$ cat src/rtl/mbf_pkg.sv
package mbf_pkg;
  typedef enum logic [1:0] {
    MODE_MUX8  = 2'b00,
    MODE_MUX16 = 2'b01,
    MODE_SEP8  = 2'b10,
    MODE_SEP16 = 2'b11
  } bus_mode_e;

  function automatic logic mode_sep(input logic [1:0] m);
    return m[1];
  endfunction

  function automatic logic mode_wide(input logic [1:0] m);
    return m[0];
  endfunction

  // lane 0 is used in every mode, lane 1 only on a 16-bit path
  function automatic logic lane_used(input logic [1:0] m, input int lane);
    return (lane == 0) || m[0];
  endfunction
endpackage

$ cat src/rtl/mbf_addr_capture.sv
module mbf_addr_capture
  import mbf_pkg::*;
#(
  parameter int BW = 8,
  localparam int AW = 2 * BW
) (
  input  logic          clk,
  input  logic          rst_n,
  input  logic [1:0]    mode,
  input  logic          ale,
  input  logic [BW-1:0] lo_in,
  input  logic [BW-1:0] hi_in,
  output logic [AW-1:0] addr
);
  for (genvar i = 0; i < 2; i++) begin : g_lane
    logic [BW-1:0] pin;
    logic [BW-1:0] held;
    logic          latch_en;

    assign pin      = (i == 0) ? lo_in : hi_in;
    // a lane latches only where its pins double as data pins
    assign latch_en = !mode_sep(mode) && lane_used(mode, i);

    always_ff @(posedge clk) begin
      if (!rst_n)             held <= '0;
      else if (ale && latch_en) held <= pin;
    end

    assign addr[i*BW +: BW] = (latch_en && !ale) ? held : pin;
  end
endmodule

$ cat src/rtl/mbf_read_steer.sv
module mbf_read_steer
  import mbf_pkg::*;
#(
  parameter int BW = 8,
  localparam int DW = 2 * BW
) (
  input  logic [1:0]    mode,
  input  logic          rd_active,
  input  logic [DW-1:0] rd_data,
  output logic [DW-1:0] shared_out,
  output logic [1:0]    shared_oe,
  output logic [DW-1:0] port_out,
  output logic [1:0]    port_oe
);
  for (genvar i = 0; i < 2; i++) begin : g_lane
    logic drive;
    assign drive                  = rd_active && lane_used(mode, i);
    assign shared_out[i*BW +: BW] = rd_data[i*BW +: BW];
    assign port_out[i*BW +: BW]   = rd_data[i*BW +: BW];
    assign shared_oe[i]           = drive && !mode_sep(mode);
    assign port_oe[i]             = drive && mode_sep(mode);
  end
endmodule

$ cat src/rtl/mbf_write_commit.sv
module mbf_write_commit
  import mbf_pkg::*;
#(
  parameter int BW = 8,
  localparam int DW = 2 * BW,
  localparam int AW = 2 * BW
) (
  input  logic          clk,
  input  logic          rst_n,
  input  logic [1:0]    mode,
  input  logic          wr_n,
  input  logic          bhe_n,
  input  logic [AW-1:0] addr,
  input  logic          sel,
  input  logic [DW-1:0] shared_in,
  input  logic [DW-1:0] port_in,
  output logic          wr_valid,
  output logic [AW-1:0] wr_addr,
  output logic [DW-1:0] wr_data,
  output logic [1:0]    wr_be
);
  logic          strobe_seen;
  logic          cap_sel;
  logic          cap_hi_en;
  logic [AW-1:0] cap_addr;
  logic [DW-1:0] cap_data;
  logic [DW-1:0] src_data;
  logic          release_edge;

  assign src_data = mode_sep(mode) ? port_in : shared_in;
  assign release_edge = strobe_seen && wr_n;

  always_ff @(posedge clk) begin
    if (!rst_n) begin
      strobe_seen <= 1'b0;
      cap_sel     <= 1'b0;
      cap_hi_en   <= 1'b0;
      cap_addr    <= '0;
      cap_data    <= '0;
      wr_valid    <= 1'b0;
      wr_addr     <= '0;
      wr_data     <= '0;
      wr_be       <= '0;
    end else begin
      strobe_seen <= !wr_n;
      if (!wr_n) begin
        cap_sel   <= sel;
        cap_hi_en <= !bhe_n;
        cap_addr  <= addr;
        cap_data  <= mode_wide(mode) ? src_data : {{BW{1'b0}}, src_data[BW-1:0]};
      end
      wr_valid <= release_edge && cap_sel;
      if (release_edge) begin
        wr_addr <= cap_addr;
        wr_data <= cap_data;
        wr_be   <= mode_wide(mode) ? {cap_hi_en, !cap_addr[0]} : 2'b01;
      end
    end
  end
endmodule

$ cat src/rtl/mcu_bus_front.sv
module mcu_bus_front
  import mbf_pkg::*;
#(
  parameter int          BW       = 8,
  parameter logic [15:0] SEL_MASK = 16'hF000,
  parameter logic [15:0] SEL_BASE = 16'h8000,
  localparam int AW = 2 * BW,
  localparam int DW = 2 * BW
) (
  input  logic          clk,
  input  logic          rst_n,
  input  logic [1:0]    mode_cfg,
  input  logic          ale,
  input  logic          rd_n,
  input  logic          wr_n,
  input  logic          bhe_n,
  input  logic [BW-1:0] ad_lo_in,
  output logic [BW-1:0] ad_lo_out,
  output logic          ad_lo_oe,
  input  logic [BW-1:0] ad_hi_in,
  output logic [BW-1:0] ad_hi_out,
  output logic          ad_hi_oe,
  input  logic [BW-1:0] pa_in,
  output logic [BW-1:0] pa_out,
  output logic          pa_oe,
  input  logic [BW-1:0] pb_in,
  output logic [BW-1:0] pb_out,
  output logic          pb_oe,
  output logic [AW-1:0] cyc_addr,
  output logic          rd_req,
  input  logic [DW-1:0] rd_data,
  output logic          wr_valid,
  output logic [AW-1:0] wr_addr,
  output logic [DW-1:0] wr_data,
  output logic [1:0]    wr_be
);
  bus_mode_e     mode_q;
  logic          sel;
  logic [DW-1:0] shared_out;
  logic [DW-1:0] port_out;
  logic [1:0]    shared_oe;
  logic [1:0]    port_oe;

  // bus style is frozen outside reset
  always_ff @(posedge clk) begin
    if (!rst_n) mode_q <= bus_mode_e'(mode_cfg);
  end

  mbf_addr_capture #(.BW(BW)) u_addr (
    .clk   (clk),
    .rst_n (rst_n),
    .mode  (mode_q),
    .ale   (ale),
    .lo_in (ad_lo_in),
    .hi_in (ad_hi_in),
    .addr  (cyc_addr)
  );

  assign sel    = (cyc_addr & SEL_MASK[AW-1:0]) == SEL_BASE[AW-1:0];
  assign rd_req = !rd_n && sel;

  mbf_read_steer #(.BW(BW)) u_rd (
    .mode       (mode_q),
    .rd_active  (rd_req),
    .rd_data    (rd_data),
    .shared_out (shared_out),
    .shared_oe  (shared_oe),
    .port_out   (port_out),
    .port_oe    (port_oe)
  );

  assign ad_lo_out = shared_out[BW-1:0];
  assign ad_hi_out = shared_out[DW-1:BW];
  assign ad_lo_oe  = shared_oe[0];
  assign ad_hi_oe  = shared_oe[1];
  assign pa_out    = port_out[BW-1:0];
  assign pb_out    = port_out[DW-1:BW];
  assign pa_oe     = port_oe[0];
  assign pb_oe     = port_oe[1];

  mbf_write_commit #(.BW(BW)) u_wr (
    .clk       (clk),
    .rst_n     (rst_n),
    .mode      (mode_q),
    .wr_n      (wr_n),
    .bhe_n     (bhe_n),
    .addr      (cyc_addr),
    .sel       (sel),
    .shared_in ({ad_hi_in, ad_lo_in}),
    .port_in   ({pb_in, pa_in}),
    .wr_valid  (wr_valid),
    .wr_addr   (wr_addr),
    .wr_data   (wr_data),
    .wr_be     (wr_be)
  );
endmodule

$ cat config.mk
export PLATFORM = sky130hd
export DESIGN_NAME = mcu_bus_front
export DESIGN_NICKNAME = d
export VERILOG_FILES = /design/src/rtl/mbf_pkg.sv /design/src/rtl/mbf_addr_capture.sv /design/src/rtl/mbf_read_steer.sv /design/src/rtl/mbf_write_commit.sv /design/src/rtl/mcu_bus_front.sv
export SDC_FILE = /design/constraint.sdc
export NUM_CORES = 1
export LEC_CHECK = 0
export BUFFER_PORTS_ARGS = -buffer_cell sky130_fd_sc_hd__buf_4
export CAP_MARGIN = 20
export CORE_ASPECT_RATIO = 1.2
export CORE_MARGIN = 1
export CORE_UTILIZATION = 30
export CTS_BUF_LIST = sky130_fd_sc_hd__clkbuf_2 sky130_fd_sc_hd__clkbuf_4 sky130_fd_sc_hd__clkbuf_8
export DETAILED_ROUTE_END_ITERATION = 10
export HOLD_SLACK_MARGIN = 0.02
export PLACE_DENSITY = 0.64
export SLEW_MARGIN = 20
export SYNTH_ARGS = -nofsm -noshare
export SYNTH_HDL_FRONTEND = slang
export SYNTH_SLANG_ARGS = --single-unit
$ cat constraint.sdc
create_clock -name clk -period 1.95 [get_ports clk]
set_input_delay 0.195 -clock clk [delete_from_list [all_inputs] [get_ports clk]]
set_output_delay 0.195 -clock clk [all_outputs]
set_load 0.1 [all_outputs]
Word level (Yosys, flattened, before mapping)
Index checks and enable logic that the tools add are counted.

word-level totals
  bits in read-only memories = 0
  latch bits = 0
  memories = 0
  output and inout port bits = 88
  memory bits (writable) = 0
  register bits after elaboration = 88
  word-level logic and storage cells = 37
  input bits = 56

operators by class
  magnitude comparators = 0
  multiply operators = 0
  shift-type cells = 0
  mux-type cells = 5
  bitwise operators = 0
  reduce and logical (&&, ||, !) cells = 19
  equality and inequality tests = 1
  divide/modulo/power cells = 0
  add/sub/neg operators = 0

operators with widths
  operator              count
  $mux W16              2
  $mux W8               2
  $logic_and A1 B1 Y1   13
  $logic_not A1 Y1      6
  $eq A4 B4 Y1 const B  1
  $mux W2               1

Longest topological paths before layout
Gate-level depths: netlist of run 1.

  word-level depth = 8
  mapped depth = 6
  gate-level depth less buffers = 3

Hierarchy
From an unflattened synthesis of run 1, not the netlist that was laid out.

second synthesis, totals
  cells, all modules = 403
  area, all modules = 4,058.9 µm²

modules (own cells, without submodules)
  module            area each (µm²)  cells each  seq. area each (µm²)  instances
  mbf_write_commit  2,889.0          282         1,401.3               1
  mbf_addr_capture  799.5            80          320.3                 1
  mbf_read_steer    274.0            36          0.0                   1
  mcu_bus_front     96.3             5           60.1                  1

Worst setup path before layout of run 1
OpenSTA, ideal clock, no wires.

  kind = reg-to-output
  start = register mode_q[1]
  end = output ad_hi_oe
  stages on the path, launching flop included = 4
  slack = -2.178 ns
  buffers on the path = 2
  data arrival time = 3.933 ns
  data required time = 1.755 ns
  cell sequence = edfxtp_1 buf_4 buf_6 nor4b_1

on the way
  cells in the longest elaborated chain, start to end = 8

RTL lines
  what                      line                                          source
  start: declaration        mcu_bus_front.sv:37                           bus_mode_e mode_q;
  start signal: assignment  mcu_bus_front.sv:46                           if (!rst_n) mode_q <= bus_mode_e'(mode_cfg);
  $logic_not A1 Y1 *        mbf_addr_capture.sv:22, mbf_read_steer.sv:20
  $logic_and A1 B1 Y1       mbf_addr_capture.sv:22                        assign latch_en = !mode_sep(mode) && lane_used(mode, i);
  $logic_and A1 B1 Y1       mbf_addr_capture.sv:29                        assign addr[i*BW +: BW] = (latch_en && !ale) ? held : pin;
  $mux W8                   mbf_addr_capture.sv:29
  $eq A4 B4 Y1              mcu_bus_front.sv:59                           assign sel = (cyc_addr & SEL_MASK[AW-1:0]) == SEL_BASE[AW-1:0];
  $logic_and A1 B1 Y1       mcu_bus_front.sv:60                           assign rd_req = !rd_n && sel;
  $logic_and A1 B1 Y1       mbf_read_steer.sv:17                          assign drive = rd_active && lane_used(mode, i);
  $logic_and A1 B1 Y1 *     mbf_read_steer.sv:20                          assign shared_oe[i] = drive && !mode_sep(mode);
  end: declaration          mcu_bus_front.sv:22                           output logic ad_hi_oe,

Mark *: on every way between the ends. The rest lies on a longest branch, timed or not.

Worst setup path after layout of run 1
  start = register mode_q[1]
  end = output cyc_addr[11]

on the way
  cells in the longest elaborated chain, start to end = 4

RTL lines
  what                 line                    source
  $logic_not A1 Y1     mbf_addr_capture.sv:22
  $logic_and A1 B1 Y1  mbf_addr_capture.sv:22
  $logic_and A1 B1 Y1  mbf_addr_capture.sv:29
  $mux W8              mbf_addr_capture.sv:29
  end: declaration     mcu_bus_front.sv:29     output logic [AW-1:0] cyc_addr,

Every way passes these cells.

==> flow_metrics.py, run 1 <==
metrics = {
    "detailed_routing": {
        "routed_wl_mm": 9.82,
        "vias": 2951,
        "ant_nets": 0,
        "drt-initial-drc-count": 103,
        "vias_per_cell": 4.61,
        "drc": 0,
        "wl_per_cell_microns": 15.4,
        "drtPass1Iterations": 5,
    },
    "pwr": {
        "clockPowerShare_pct": 30.1,
        "internal_power_w": 0.00281,
        "powerDensity_nw_per_um2": 804,
        "total_power_w": 0.00403,
        "power.leakage_nw": 2.20,
        "irDropWorstVdd_uv": 522,
        "p_seq_share_pct": 47.8,
        "power_switching_w": 0.00122,
        "pwr-share-comb_pct": 22.1,
        "switching_share_pct": 30.2,
    },
    "cts": {
        "cts.sinks": 88,
        "h-tree-depth": 3,
        "root_buffer": "clkbuf_8",
        "cts.path.max_buffers": 2,
        "tritoncts": "built",
        "clk_pin_slew_ps": 80,
        "cts_made_buffers": 9,
        "clk_latency_ps": 350,
    },
    "logic_synthesis": {
        "ys_seq_area_share_pct": 47.1,
        "avgSynthCellArea_sq_um": 9.26,
        "synth_top_area_share_pct": 45.5,
        "syn_nets": 465,
        "yosysWarnings": 0,
        "ys_ff_latch": 88,
        "yosysTopAreaCell": "dfxtp_1",
        "ys_top_cells_by_area": "dfxtp_1 45%, nand2_1 9.0%, buf_4 7.3%, mux2i_1 6.9%, a21oi_1 5.6%",
        "syn-cell-area_sq_um": 3790,
        "syn_inst": 409,
        "yosys.cell_types.count": 33,
    },
    "placed_design": {
        "placed_cell_area_sq_um": 4460,
        "dpl.cell_count": 619,
        "pre_cts_slack_ps": 220,
        "port_buffers": 95,
        "hpwl_mm": 7.28,
        "routabilityCongestion": 0.922,
    },
    "die": {
        "fp.dieH_microns": 125,
        "core_sq_um": 12200,
        "boundaryPins": 144,
        "dieArea_sq_um": 13100,
        "std_cell_rows": 44,
        "die-width_microns": 105,
        "start_util_pct": 31.0,
    },
    "worst_setup_path": {
        "cp.buffers_inverters": 2,
        "slowest_stage": "edfxtp_1",
        "end_kind": "primary output",
        "crit_path_start_kind": "flop",
        "critPathKind": "flop to primary output",
        "crit_arrival_ps": 1740,
        "slowest_delay_ps": 430,
        "cp.required_ps": 1750,
        "crit_fanout": 8,
        "crit_chain": "nor3b_4 > buf_12 > mux2_4 > buf_12",
        "crit_family": "flip-flops",
        "cp_common_cell": "buf_12",
    },
    "global_routing": {
        "grt_first_pass_wirelength_mm": 15.6,
        "grtUsageTotal_pct": 15.4,
        "grt_remaining_overflow": 0,
        "grt_antenna_before_repair": 0,
        "grt_pass1_vias": 2950,
        "grt_max_degree": 36,
    },
    "hold_path": {
        "hp-class": "input port to flop",
    },
    "finish": {
        "final_common_cell": "nand2_1",
        "final_cell_mix": "91 x nand2_1, 88 x buf_4, 86 x dfxtp_1, 42 x a21oi_1, 25 x mux2i_1",
        "fin_area_sq_um": 5010,
        "drive_above_1_share_pct": 33.4,
        "area_growth_pct": 32.3,
        "n_antenna_cell": 0,
        "final_nets": 531,
        "stdcell_count": 640,
    },
    "timing": {
        "max_freq_mhz": 516,
        "fin_crit_sh_pct": 99.3,
        "tightestPinTransition_ps": 387,
        "maxSlewHeadroom_pct": 74.2,
        "setup_viol": 0,
        "period_needed_ps": 1940,
        "clock_skew_ps": 8.90,
        "finalSetupTns_ps": 0,
        "layout_setup_ws_ps": 13.0,
        "slew_viol_final": 0,
        "hold_viol": 0,
        "rsz0062_at_grt": "true",
    },
    "job": {
        "cap_violations": 0,
    },
    "outcome": {
        "outcome": "finished, final reports clean",
    },
}
==> stage by stage <==
step	hold WS, ps	util (%)
after floorplan	294	-
after detailed placement	376	36.5
after global placement	376	36.5
after global routing	99.8	41.0
final	107	41.0
after CTS	87.4	40.6
==> path summary, 6_finish.rpt <==
| check | startpoint | endpoint | slack, ps | cells after the start |
|---|---|---|---|---|
| max | mode_q[1] | cyc_addr[11] | 10 | 4 |
| min | ad_lo_in[2] | u_addr.g_lane[0].held[2] | 110 | 3 |
| max reg2reg | mode_q[1] | u_wr.cap_addr[14] | 340 | 5 |
| min reg2reg | u_wr.wr_data[1] | u_wr.wr_data[1] | 460 | 2 |
==> what timing repair did <==
action | CTS | global route
hold buffers | 3 | 0
cloned | 0 | 0
setup endpoints to repair | 20 | 20
setup buffers | 3 | 0
pin swaps | 3 | 0
resized for setup | 62 | 9
hold endpoints to repair | 3 | 0
==> tightest hold or removal path, stage by stage <==
cell and delay, ps:
buf_4 90, mux2i_1 60, nor2_1 70
==> cell families (layout without fill, tap and decap cells) <==
group / Yosys count / after routing / share of synthesized area [%]
AOI/OAI and AO/OA: 77 / 77 / 12.5
DFF: 88 / 88 / 47.1
and+or+nand+nor: 133 / 133 / 15.3
buffers and inverters: 61 / 131 / 10.4
muxes: 50 / 50 / 14.8
==> power by group through the flow <==
stage | Sequential (W) | Clock [W] | Combinational, W
floorplan | 0.00204 | 0 | 0.000790
global placement | 0.00196 | 0 | 0.000768
detailed placement | 0.00197 | 0 | 0.000774
CTS | 0.00192 | 0.00124 | 0.000885
global route | 0.00194 | 0.00134 | 0.000937
finish | 0.00193 | 0.00121 | 0.000891
==> synth_stat cells <==
master / number
mux2_2: 16
and2_1: 2
buf_2: 8
clkinv_1: 1
mux2i_1: 26
nor4b_1: 2
a311oi_1: 1
nor2_1: 19
nor4b_2: 1
o21ba_1: 8
nand2b_1: 8
dfxtp_1: 86
nand3b_1: 1
buf_4: 37
nand3_1: 1
edfxtp_1: 2
buf_1: 1
mux2_4: 8
a21oi_1: 42
nand2_1: 91
buf_6: 2
o211a_1: 8
clkbuf_1: 11
nor3_1: 1
and3b_1: 1
a211oi_1: 1
nor2b_1: 2
and3_1: 1
and2_2: 1
nor2_2: 1
inv_1: 1
nor3b_2: 1
o21ai_0: 17
==> flip-flops by register name (all words and copies together), names as in the netlist <==
| name | cells |
|---|---|
| u_addr.g_lane.held | 16 |
| u_wr.cap_addr | 16 |
| u_wr.cap_data | 16 |
| u_wr.wr_addr | 16 |
| u_wr.wr_data | 16 |
| mode_q | 2 |
| u_wr.wr_be | 2 |
| u_wr.cap_hi_en | 1 |
| u_wr.cap_sel | 1 |
| u_wr.strobe_seen | 1 |
| u_wr.wr_valid | 1 |
==> routing by layer <==
layer,routed length [microns],up-vias,track usage [%]
li1,-,1466,-
met1,4270,1392,18.2
met2,4970,77,26.5
met3,424,16,3.55
met4,163,0,6.72
met5,0,-,0
==> cell type report <==
cell class,count,area (sq um)
well taps,161,201
inverters,2,7.51
clock inverters,6,60.1
repair buffers,114,1130
flip-flops and latches,88,1780
multi-input cells,260,1710
clock buffers,9,124
fillers,1223,7210
(Power assumes the default switching activity.)
==> run 2: changes to the inputs <==
==> constraint.sdc (replaced) <==
create_clock -name clk -period 1.95 [get_ports clk]
set_input_delay 0.0975 -clock clk [delete_from_list [all_inputs] [get_ports clk]]
set_output_delay 0.0975 -clock clk [all_outputs]
set_load 0.1 [all_outputs]
==> run 2 against run 1 <==
Highest routed layer unchanged. Worst hold slack worse by 70 ps. Final area about the same. Die area is the same. Setup slack got worse by 1.5 ps. Via count is 1.4% higher. Maximum frequency about the same. Clock skew up 5.4 ps. Global-route usage increased by 0.46 points.
==> flow_metrics.py, run 2 (synthesis gave the netlist of run 1 again) <==
metrics = {
    "outcome": {
        "outcome": "finished, final reports clean",
    },
    "finish": {
        "n_antenna_cell": 0,
        "stdcell_count": 653,
        "fill_cells": 1213,
        "area_growth_pct": 32.2,
        "final_cell_mix": "93 x buf_4, 91 x nand2_1, 86 x dfxtp_1, 42 x a21oi_1, 24 x mux2i_1",
        "final-seq-area_sq_um": 1780,
        "multi_input_area_sq_um": 1680,
        "final_nets": 544,
        "final_common_cell": "buf_4",
        "drive_above_1_share_pct": 31.7,
        "utilization_pct": 40.9,
    },
    "pwr": {
        "total_power_w": 0.00405,
        "pwr-share-comb_pct": 21.1,
        "p_seq_share_pct": 47.6,
        "clockPowerShare_pct": 31.3,
        "power.leakage_nw": 2.19,
        "powerDensity_nw_per_um2": 809,
        "power_switching_w": 0.00122,
        "switching_share_pct": 30.0,
        "internal_power_w": 0.00284,
        "irDropWorstVdd_uv": 361,
    },
    "timing": {
        "rsz0062_at_grt": "true",
        "hold_viol": 0,
        "period_needed_ps": 1940,
        "setup_viol": 0,
        "tightestPinTransition_ps": 676,
        "max_freq_mhz": 516,
        "maxSlewHeadroom_pct": 54.9,
        "clock_skew_ps": 14.3,
        "fin_crit_sh_pct": 99.4,
        "layout_setup_ws_ps": 11.5,
        "finalSetupTns_ps": 0,
        "slew_viol_final": 0,
    },
    "detailed_routing": {
        "wl_per_cell_microns": 15.7,
        "vias_per_cell": 4.58,
        "routed_wl_mm": 10.2,
        "drt-initial-drc-count": 81,
        "ant_nets": 0,
        "drc": 0,
        "drtPass1Iterations": 4,
        "vias": 2991,
    },
    "worst_setup_path": {
        "crit_family": "flip-flops",
        "critPathKind": "flop to primary output",
        "crit_fanout": 8,
        "slowest_delay_ps": 480,
        "slowest_stage": "edfxtp_1",
        "cp.required_ps": 1850,
        "end_kind": "primary output",
        "cp.buffers_inverters": 2,
        "crit_arrival_ps": 1840,
        "crit_path_start_kind": "flop",
        "crit_chain": "nor3b_4 > buf_6 > mux2_4 > buf_12",
    },
    "cts": {
        "cts.sinks": 88,
        "clk_latency_ps": 360,
        "cts_made_buffers": 9,
        "h-tree-depth": 3,
        "tritoncts": "built",
        "root_buffer": "clkbuf_8",
        "clk_pin_slew_ps": 90,
        "cts.path.max_buffers": 2,
    },
    "global_routing": {
        "grt_pass1_vias": 3036,
        "grt_max_degree": 44,
        "grt_antenna_before_repair": 0,
        "grtUsageTotal_pct": 15.9,
        "grt_first_pass_wirelength_mm": 16.0,
        "grt_remaining_overflow": 0,
    },
    "hold_path": {
        "hp-class": "input port to flop",
    },
    "placed_design": {
        "hpwl_mm": 7.27,
        "routabilityCongestion": 0.854,
        "port_buffers": 95,
        "pre_cts_slack_ps": 329,
        "dpl.cell_count": 616,
    },
    "die": {
        "dieArea_sq_um": 13100,
        "fp.dieH_microns": 125,
        "boundaryPins": 144,
        "die-width_microns": 105,
        "start_util_pct": 31.0,
        "core_sq_um": 12200,
        "std_cell_rows": 44,
    },
    "job": {
        "cap_violations": 0,
    },
}
[run 2: cell count changes in the layout (fill, tap and decap cells not counted), moves of 2 or more]
cell	change
buf_4	+5
buf_12	-11
dlygate4sd3_1	+19
mux2_2	+8
mux2_4	-8
clkinv_2	-2
[run 2: final timing paths]
check,startpoint,endpoint,slack [ps],depth (start not counted)
worst min register to register,u_wr.cap_addr[1],u_wr.wr_addr[1],450,2
worst min-delay path,pb_in[5],u_wr.cap_data[13],40,3
worst max register to register,mode_q[1],u_wr.cap_data[5],310,5
worst max-delay path,mode_q[1],cyc_addr[11],10,4
[run 2: worst reg2reg max path, delay by kind of cell, from the launching register on]
| family | cells | cell delay (ps) |
|---|---|---|
| buf+inv | 2 | 530 |
| flops | 1 | 460 |
| mux | 1 | 380 |
| simple gates | 1 | 80 |
| compound gates | 1 | 80 |
[run 2: what timing repair did]
| action | 4_1_cts | 5_1_grt |
|---|---|---|
| pin swaps | 1 | 0 |
| hold buffers | 22 | 0 |
| gates resized for setup | 14 | 20 |
| setup buffers | 1 | 0 |
| hold endpoints to repair | 22 | 0 |
| endpoints found under the setup margin | 19 | 12 |
[run 2: area by class of cell]
| cell class | instances | share of cell area [%] |
|---|---|---|
| well taps | 161 | 4.02 |
| clock inverters | 4 | 1.05 |
| flip-flops and latches | 88 | 35.6 |
| clock buffers | 11 | 2.90 |
| inverters | 2 | 0.150 |
| repair buffers | 127 | 22.6 |
| multi-input cells | 260 | 33.7 |
[run 2: per-layer routing]
metal	up-vias	wire (microns)	GRT usage (%)	share of wire, %
met3	28	422	3.55	4.1
met2	76	5040	27.3	49
met5	-	0	0	0
li1	1490	-	-	-
met1	1397	4530	18.8	44
met4	0	243	6.89	2.4
[run 2: per-stage QoR]
step           hold slack, ps  instance area (sq um)
2_1_floorplan             196                   3820
3_3_place_gp              196                   4430
3_5_place_dp              196                   4430
4_1_cts                  22.7                   4910
5_1_grt                  29.1                   5000
6_report                 36.6                   5000
[run 2: power by group through the flow]
stage               logic (W)  clock network [W]  registers [W]
floorplan            0.000789                  0        0.00204
global placement     0.000765                  0        0.00196
detailed placement   0.000772                  0        0.00197
CTS                  0.000826            0.00131        0.00192
global route         0.000897            0.00137        0.00194
finish               0.000855            0.00127        0.00193
==> run 3: changes to the inputs <==
Clock period 1.95 ns to 2.07 ns, I/O delays scaled along.
==> run 3 against run 2 <==
Clock power down 4%. Clock-buffer cell count is the same. Final cell count unchanged. Sequential share of layout area increased by 1.2 points. Critical path type unchanged. Largest power group unchanged.
==> flow_metrics.py, run 3 (synthesis gave the netlist of run 1 again) <==
metrics = {
    "pwr": {
        "switching_share_pct": 30.0,
        "powerDensity_nw_per_um2": 782,
        "power.leakage_nw": 2.13,
        "irDropWorstVdd_uv": 313,
        "p_seq_share_pct": 47.8,
        "power_switching_w": 0.00113,
        "internal_power_w": 0.00265,
        "clockPowerShare_pct": 32.2,
        "pwr-share-comb_pct": 20.0,
    },
    "global_routing": {
        "grt_first_pass_wirelength_mm": 15.8,
        "grt_remaining_overflow": 0,
        "grt_antenna_before_repair": 0,
        "grt_max_degree": 39,
        "grt_pass1_vias": 2993,
        "grtUsageTotal_pct": 15.5,
    },
    "outcome": {
        "outcome": "finished, final reports clean",
    },
    "hold_path": {
        "hp-class": "input port to flop",
    },
    "cts": {
        "tritoncts": "built",
        "cts.sinks": 88,
        "root_buffer": "clkbuf_8",
        "clk_latency_ps": 360,
        "cts_made_buffers": 9,
        "clk_pin_slew_ps": 80,
        "cts.path.max_buffers": 2,
        "h-tree-depth": 3,
    },
    "finish": {
        "final-seq-area_sq_um": 1780,
        "final_nets": 543,
        "drive_above_1_share_pct": 31.5,
        "area_growth_pct": 27.8,
        "final_common_cell": "buf_4",
        "stdcell_count": 653,
        "final_cell_mix": "107 x buf_4, 91 x nand2_1, 86 x dfxtp_1, 42 x a21oi_1, 26 x mux2i_1",
        "fin_area_sq_um": 4840,
        "multi_input_area_sq_um": 1650,
        "n_antenna_cell": 0,
        "fill_cells": 1212,
    },
    "detailed_routing": {
        "vias_per_cell": 4.54,
        "wl_per_cell_microns": 15.1,
        "drc": 0,
        "routed_wl_mm": 9.87,
        "drtPass1Iterations": 4,
        "ant_nets": 0,
        "drt-initial-drc-count": 126,
        "vias": 2964,
    },
    "worst_setup_path": {
        "cp.required_ps": 1970,
        "crit_path_start_kind": "flop",
        "critPathKind": "flop to primary output",
        "crit_arrival_ps": 1870,
        "end_kind": "primary output",
        "crit_fanout": 4,
    },
    "die": {
        "std_cell_rows": 44,
        "boundaryPins": 144,
        "fp.dieH_microns": 125,
        "core_sq_um": 12200,
        "start_util_pct": 31.0,
        "die-width_microns": 105,
        "dieArea_sq_um": 13100,
    },
    "placed_design": {
        "dpl.cell_count": 617,
        "routabilityCongestion": 0.801,
        "port_buffers": 95,
        "pre_cts_slack_ps": 381,
        "placed_cell_area_sq_um": 4420,
        "hpwl_mm": 7.11,
    },
    "timing": {
        "period_needed_ps": 1970,
        "layout_setup_ws_ps": 96.9,
        "clock_skew_ps": 6.26,
        "slew_viol_final": 0,
        "rsz0062_at_grt": "false",
        "maxSlewHeadroom_pct": 57.9,
        "setup_viol": 0,
        "tightestPinTransition_ps": 631,
        "fin_crit_sh_pct": 95.3,
        "max_freq_mhz": 507,
        "hold_viol": 0,
    },
    "job": {
        "cap_violations": 0,
    },
}
run 3: cell count changes in the layout (fill, tap and decap cells not counted), moves of 2 or more:
cell / before / now
buf_12: 9 / 0
buf_6: 3 / 0
dlygate4sd3_1: 22 / 19
buf_4: 93 / 107
nor4b_4: 3 / 1
mux2i_2: 2 / 0
mux2i_1: 24 / 26
clkinvlp_4: 0 / 2
run 3: stage by stage:
step	power (W)	hold WS, ps	setup TNS, ps	util, %
2_1_floorplan	0.00267	202	-177	-
3_3_place_gp	0.00257	208	0	36.2
3_5_place_dp	0.00258	208	0	36.2
4_1_cts	0.00381	24.0	0	39.5
5_1_grt	0.00393	45.5	0	39.6
6_report	0.00378	27.0	0	39.6
run 3: metal layers:
| layer | up-vias | wire length (microns) | GRT usage, % |
|---|---|---|---|
| met5 | - | 0 | 0 |
| met4 | 0 | 292 | 8.82 |
| li1 | 1480 | - | - |
| met3 | 30 | 464 | 2.87 |
| met1 | 1361 | 4480 | 18.8 |
| met2 | 93 | 4640 | 25.8 |
run 3: critical path: stages, from the launching register on:
cell	delay (ps)
edfxtp_1	430
nor3b_4	310
buf_4	210
mux2_4	320
buf_4	240
run 3: worst paths after layout:
kind | start | slack [ps] | cells after the start | to
setup / recovery | mode_q[1] | 100 | 4 | cyc_addr[15]
hold / removal | pb_in[2] | 30 | 3 | u_wr.cap_data[10]
setup reg to reg | mode_q[1] | 330 | 5 | u_addr.g_lane[1].held[3]
hold reg to reg | u_wr.cap_addr[14] | 450 | 2 | u_wr.wr_addr[14]
run 3: final cells by class:
type                       instances  area share (%)
inverter                           2           0.155
clock inverter                     5            1.14
multi-input combinational        260            34.0
timing repair buffer             126            20.5
clock buffer                      11            3.13
tap                              161            4.16
sequential                        88            36.8
run 3: what timing repair did:
item | 4_1_cts | 5_1_grt
resized for setup | 1 | 1
buffers inserted | 0 | 1
hold buffers | 19 | 0
endpoints found under the hold margin | 19 | 0
setup endpoints to repair | 8 | 18
run 3: power groups by stage:
| stage | Sequential (W) | Combinational [W] | Clock [W] |
|---|---|---|---|
| floorplan | 0.00193 | 0.000743 | 0 |
| global placement | 0.00185 | 0.000720 | 0 |
| detailed placement | 0.00185 | 0.000726 | 0 |
| CTS | 0.00181 | 0.000759 | 0.00124 |
| global route | 0.00182 | 0.000801 | 0.00131 |
| finish | 0.00181 | 0.000757 | 0.00122 |
